File: src/rtl/rsb_pkg.sv
package rsb_pkg;

    // Action applied to a cell's main value on the next edge
    typedef enum logic [2:0] {
        MAIN_HOLD    = 3'd0,
        MAIN_CAPTURE = 3'd1,
        MAIN_SHIFT   = 3'd2,
        MAIN_RELOAD  = 3'd3,
        MAIN_LOST    = 3'd4
    } main_op_t;

    // Per-cell storage: switchable main bit and always-powered copy
    typedef struct packed {
        logic main_v;
        logic keep_v;
    } cell_t;

endpackage

File: src/rtl/rsb_ctrl.sv
module rsb_ctrl
    import rsb_pkg::*;
(
    input  logic     pwr_on,
    input  logic     cap,
    input  logic     st_a,
    input  logic     st_b,
    input  logic     rsel,
    output main_op_t main_op,
    output logic     save_en
);

    always_comb begin
        main_op = MAIN_HOLD;
        save_en = 1'b0;
        if (!pwr_on) begin
            // Domain dark: main storage corrupts, powered copy is fenced off
            main_op = MAIN_LOST;
        end else if (st_a) begin
            main_op = rsel ? MAIN_RELOAD : MAIN_SHIFT;
        end else if (st_b) begin
            save_en = 1'b1;
        end else if (cap) begin
            main_op = MAIN_CAPTURE;
        end
    end

endmodule

File: src/rtl/rsb_cell.sv
module rsb_cell
    import rsb_pkg::*;
(
    input  logic     clk,
    input  logic     rst_n,
    input  main_op_t main_op,
    input  logic     save_en,
    input  logic     d,
    input  logic     si,
    output logic     q,
    output logic     so
);

    cell_t cell_d, cell_q;

    always_comb begin
        cell_d = cell_q;
        case (main_op)
            MAIN_CAPTURE: cell_d.main_v = d;
            MAIN_SHIFT:   cell_d.main_v = si;
            MAIN_RELOAD:  cell_d.main_v = cell_q.keep_v;
            MAIN_LOST:    cell_d.main_v = 1'bx;
            default:      cell_d.main_v = cell_q.main_v;
        endcase
        if (save_en) begin
            cell_d.keep_v = cell_q.main_v;
        end
    end

    always_ff @(posedge clk) begin
        if (!rst_n) begin
            cell_q <= '0;
        end else begin
            cell_q <= cell_d;
        end
    end

    assign q  = cell_q.main_v;
    assign so = cell_q.keep_v;

endmodule

File: src/rtl/rsb_bank.sv
module rsb_bank
    import rsb_pkg::*;
#(
    parameter int W = 8
) (
    input  logic         clk,
    input  logic         rst_n,
    input  logic         dom_pwr_en,
    input  logic         cap_strobe,
    input  logic [W-1:0] d_in,
    input  logic         scan_in,
    input  logic         strobe_a,
    input  logic         strobe_b,
    input  logic         restore_sel,
    output logic [W-1:0] q_out,
    output logic         scan_out
);

    localparam int LAST = W - 1;

    main_op_t       main_op;
    logic           save_en;
    logic [W-1:0]   main_bits;
    logic [W-1:0]   keep_bits;
    logic [W-1:0]   chain_in;

    rsb_ctrl ctrl_i (
        .pwr_on  (dom_pwr_en),
        .cap     (cap_strobe),
        .st_a    (strobe_a),
        .st_b    (strobe_b),
        .rsel    (restore_sel),
        .main_op (main_op),
        .save_en (save_en)
    );

    assign chain_in[0] = scan_in;

    for (genvar gi = 0; gi < W; gi++) begin : g_cell
        if (gi > 0) begin : g_link
            assign chain_in[gi] = keep_bits[gi-1];
        end
        rsb_cell cell_i (
            .clk     (clk),
            .rst_n   (rst_n),
            .main_op (main_op),
            .save_en (save_en),
            .d       (d_in[gi]),
            .si      (chain_in[gi]),
            .q       (main_bits[gi]),
            .so      (keep_bits[gi])
        );
    end

    assign q_out    = dom_pwr_en ? main_bits : {W{1'bx}};
    assign scan_out = keep_bits[LAST];

endmodule

File: config.mk
export PLATFORM = sky130hd
export DESIGN_NAME = rsb_bank
export DESIGN_NICKNAME = d
export VERILOG_FILES = /design/src/rtl/rsb_pkg.sv /design/src/rtl/rsb_ctrl.sv /design/src/rtl/rsb_cell.sv /design/src/rtl/rsb_bank.sv
export SDC_FILE = /design/constraint.sdc
export NUM_CORES = 1
export LEC_CHECK = 0
export CAP_MARGIN = 20
export CORE_MARGIN = 1
export CORE_UTILIZATION = 40
export CTS_CLUSTER_SIZE = 40
export DETAILED_ROUTE_END_ITERATION = 8
export DONT_BUFFER_PORTS = 1
export PLACE_DENSITY = 0.64
export SYNTH_ARGS = -nofsm -noshare
export SYNTH_HDL_FRONTEND = slang
export SYNTH_HIERARCHICAL = 1
export SYNTH_SLANG_ARGS = --single-unit
File: constraint.sdc
create_clock -name clk -period 2.95 [get_ports clk]
set_clock_uncertainty 0.1 [all_clocks]
set_input_delay 0.1475 -clock clk [delete_from_list [all_inputs] [get_ports clk]]
set_output_delay 0.1475 -clock clk [all_outputs]
set_load 0.03 [all_outputs]
; ---- Word level (Yosys, flattened, before mapping)
; Cells that the tools add are included.
; W data, S select, Z words.
[totals]
register_bits = 16
output_inout_bits = 9
wordCells = 38
[classes]
n_eq_ne = 4
muxes = 17
reduce_logical = 1
[ops]
columns = op, n
row1 = $pmux W1 S3, 8
row2 = $mux W3, 3
row3 = $mux W8, 1
row4 = $eq A3 B2 Y1 const B, 2
row5 = $mux W1, 5
row6 = $reduce_bool A4 Y1, 1
row7 = $eq A3 B1 Y1 const B, 1
row8 = $eq A3 B3 Y1 const B, 1

; ---- Depth between registers and ports, before layout
[depth]
depth_word = 6
mapped_depth = 5

; ---- Hierarchy
; Netlist, hierarchy kept.
[by_module_without_submodules]
columns = mod, instances, cells_per_inst, area_per_inst_um2
row1 = rsb_cell, 8, 10, 112.6
row2 = rsb_ctrl, 1, 6, 36.3

; ---- Worst setup path before layout
; OpenSTA, ideal clock, no wires.
[synth_timing]
kind = in2reg
start = input port strobe_a
end = register g_cell[7].cell_i.cell_q, in the netlist g_cell[7].cell_i/q
arrival_ps = 2070
required_ps = 2730
slack_ps = 660
stages = 5
cell_sequence = or3b_1 a21oi_1 mux4_2 nand2b_1 a21boi_1
[synth_via]
elab_chain_len = 4
elab_cells_between_ends = 8
classes_between = eq/ne: 4 / mux: 3 / reduce/logical: 1
[synth_rtl]
columns = element, line
row1 = start: declaration, rsb_bank.sv:12  ; input logic strobe_a,
row2 = $mux W3 (*), rsb_ctrl.sv:19  ; end else if (st_a) begin
row3 = $mux W3 (*), rsb_ctrl.sv:16  ; if (!pwr_on) begin
row4 = named net main_op[0], rsb_bank.sv:21  ; main_op_t main_op;
row5 = $eq A3 B2 Y1 (tied with other cells), rsb_cell.sv:18  ; case (main_op)
row6 = $pmux W1 S3 / $reduce_bool A4 Y1 (equally long branches), -
row7 = end signal: assignment, rsb_cell.sv:34  ; cell_q <= cell_d;
row8 = end: declaration, rsb_cell.sv:14  ; cell_t cell_d, cell_q;
; The timed path passes the listed nets; every way through them passes the cells marked *.
; A chain may end at the register's enable or synchronous reset.

; ---- Worst setup path after layout
[layout_timing]
start = input port strobe_a
end = register g_cell[3].cell_i.cell_q, in the netlist g_cell[3].cell_i/q
[layout_via]
elab_chain_len = 4
elab_cells_between_ends = 8
classes_between = eq/ne: 4 / mux: 3 / reduce/logical: 1
[layout_rtl]
columns = element, line
row1 = $mux W3 (*), rsb_ctrl.sv:19
row2 = $mux W3 (*), rsb_ctrl.sv:16
row3 = named net main_op[0], rsb_bank.sv:21
row4 = $eq A3 B2 Y1 (tied with other cells), rsb_cell.sv:18
row5 = $pmux W1 S3 / $reduce_bool A4 Y1 (equally long branches), -
row6 = end signal: assignment, rsb_cell.sv:34
row7 = end: declaration, rsb_cell.sv:14
; Marks and branches as above.

==> metrics.yaml <==
run_status:
  status: "finished clean"
timing:
  rsz0062_at_grt: "no"
  fin_tns_setup_ns: 0
  max_slew_margin_pct: 61.1
  final.min_clock_period_ns: 1.67
  period_share_pct: 56.6
  slew_violations: 0
  setup_viol: 0
  finalHoldViolCount: 0
  tightest_slew_ns: 0.584
  fmax_ghz: 0.599
  setup_ws_ns: 1.28
floorplan:
  die_y_um: 50.4
  die_area_um2: 2540
  fp.coreArea_um2: 2210
  start_util_pct: 42.4
  io_pins: 25
  die_w_um: 50.4
  num_rows: 17
placed_design:
  dp_hpwl_mm: 1.30
  numPortBuffers: 0
  gp_congestion: 0.673
  place_ws_ns: 0.987
yosys:
  synth_area_um2: 937
  synthTopCellsByArea: "dfxtp_1 34%, mux4_2 19%, mux2i_1 8.5%"
  yosysSeqAreaShare_pct: 34.2
  postSynthCellCount: 86
  synthesis.nets: 102
  synthDominantCellAreaShare_pct: 34.2
  synth_area_per_cell_um2: 10.9
  ys_ff_latch: 16
  netlist-cell-type-count: 14
  yosysWarnings: 6
  yosys.area.top_type: "dfxtp_1"
cts:
  path_clk_slew_ns: 0.10
  cts-root-buf: "clkbuf_4"
  insertion_delay_ns: 0.29
  cts_tree: "yes"
  numClockSinks: 16
  cts_resized: 0
  clk_path_buf_depth: 2
  cts_made_buffers: 3
  cts_max_level: 1
  cts_setup_buffers: 0
power:
  p_leak_uw: 0.000322
  power_switching_share_pct: 29.0
  pwr-share-seq_pct: 56.8
  p_int_uw: 310
  switchingPower_uw: 127
  peakVddDrop_v: 0.000235
  power.share.combinational_pct: 15.5
  power.share.clock_pct: 27.7
  powerDensity_nw_per_um2: 426
detailed_routing:
  via_per_inst: 5.80
  drcViolationCount: 0
  antenna_left: 0
  drt_wl_total_mm: 1.95
  vias: 696
  dr.pass1.iters: 2
  drt_iter0_markers: 6
  routedWlPerCell_um: 16.3
setup_path:
  r2r_start: "g_cell[3].cell_i/q$_SDFFE_PN0P_"
  cp.arrival_ns: 1.76
  critPathCaptureType: "register"
  crit_required_ns: 3.04
  r2r_slack_ns: 1.66
  r2r_cells: 3
  crit_path_start_kind: "input port"
  critPathKind: "in -> reg"
  r2r_end: "g_cell[3].cell_i/q$_SDFFE_PN0P_"
  cp_max_fo: 13
worst_hold_path:
  hold_start: "d_in[5]"
  hp-class: "in -> reg"
  holdPathEnd: "g_cell[5].cell_i/q$_SDFFE_PN0P_"
  min_path_cells: 3
layout:
  final_nets: 110
  antennaDiodeCount: 0
  drive_gt1_share_pct: 16.3
  area_growth_pct: 9.21
global_routing:
  antenna_found_initial: 0
  grt_pass1_vias: 696
  track_usage_pct: 17.6
  overflow: 0
  grt_max_degree: 25
  grt_first_pass_wirelength_mm: 3.25
flow_run:
  maxCapViolCount: 0
worst max-delay path, stage by stage:
cell	delay [ns]
or3b_1	0.38
a21oi_2	0.49
buf_4	0.29
mux4_2	0.30
nand2b_1	0.08
a21boi_1	0.06
metal layers:
metal / global-route usage (%) / part of all wire [%] / up-vias
li1: - / - / 345
met1: 19.2 / 44 / 331
met2: 30.7 / 49 / 16
met3: 7.27 / 5.9 / 4
met4: 5.56 / 1.4 / 0
met5: 0 / 0 / -
power groups by stage:
stage / Combinational, uW / Sequential (uW) / Clock [uW]
after floorplan: 54.8 / 250 / 0
after global placement: 62.6 / 252 / 0
after detailed placement: 64.1 / 253 / 0
after CTS: 68.1 / 248 / 127
after global routing: 74.4 / 249 / 138
final: 67.6 / 248 / 121
flip-flops by register name, summed over array words and instances, names as in the netlist:
| name | cells |
|---|---|
| g_cell.cell_i/q | 8 |
| g_cell.cell_i/so | 8 |
synthesized netlist by cell type (all sizes together):
| master | count |
|---|---|
| dfxtp | 16 |
| o21a | 8 |
| nor3b | 9 |
| inv | 1 |
| mux4 | 8 |
| nand2b | 8 |
| a21oi | 1 |
| and2 | 1 |
| nand2 | 1 |
| o21ai | 8 |
| or3b | 1 |
| a21boi | 8 |
| mux2i | 8 |
| nor2b | 8 |
how the worst max path moves through the flow:
stage,startpoint,endpoint,slack [ns],cells past startpoint
final,strobe_a,g_cell[3].cell_i/q$_SDFFE_PN0P_,1.28,6
after global routing,strobe_a,g_cell[3].cell_i/q$_SDFFE_PN0P_,1.23,6
after CTS,strobe_a,g_cell[3].cell_i/q$_SDFFE_PN0P_,1.30,6
after detailed placement,strobe_a,g_cell[1].cell_i/q$_SDFFE_PN0P_,0.99,6
after global placement,strobe_a,g_cell[0].cell_i/q$_SDFFE_PN0P_,1.01,6
after floorplan,strobe_a,g_cell[7].cell_i/q$_SDFFE_PN0P_,0.66,5
timing repair:
action,CTS,global route
endpoints found under the setup margin,0,0
endpoints found under the hold margin,16,0
hold buffers,1,0
cell families after synthesis:
logic type	synth area share, %
buf+inv	0.400
simple gates	20.0
mux	27.8
flops	34.2
compound gates	17.6
placed cells by master (no fill, tap or decap):
master         Yosys  routed
a21boi_1           8       8
a21oi_2            0       1
and2_2             1       1
buf_4              0       2
clkbuf_4           0       3
dfxtp_1           16      16
dlygate4sd3_1      0       1
inv_1              1       1
mux2i_1            8       8
mux4_2             8       8
nand2_1            1       1
nand2b_1           8       8
nor2b_1            8       8
nor3b_1            9       9
o21a_1             8       8
o21ai_0            8       8
or3b_1             1       1
stage by stage:
stage	total power, uW	utilization (%)	hold WS [ns]	std cells	instance area (um^2)
after floorplan	305	-	0.176	86	937
after global placement	315	44.8	0.182	116	991
after detailed placement	317	44.8	0.186	116	991
after CTS	443	46.3	0.116	120	1020
after global routing	462	46.3	0.147	120	1020
final	436	46.3	0.123	120	1020
layout make-up:
class | count | area (um^2)
fillers | 225 | 1190
multi-input cells | 69 | 617
inverters | 1 | 3.75
flip-flops and latches | 16 | 320
well taps | 28 | 35.0
repair buffers | 3 | 25.0
clock buffers | 3 | 22.5
No activity file was read; power rests on OpenSTA's default activity.
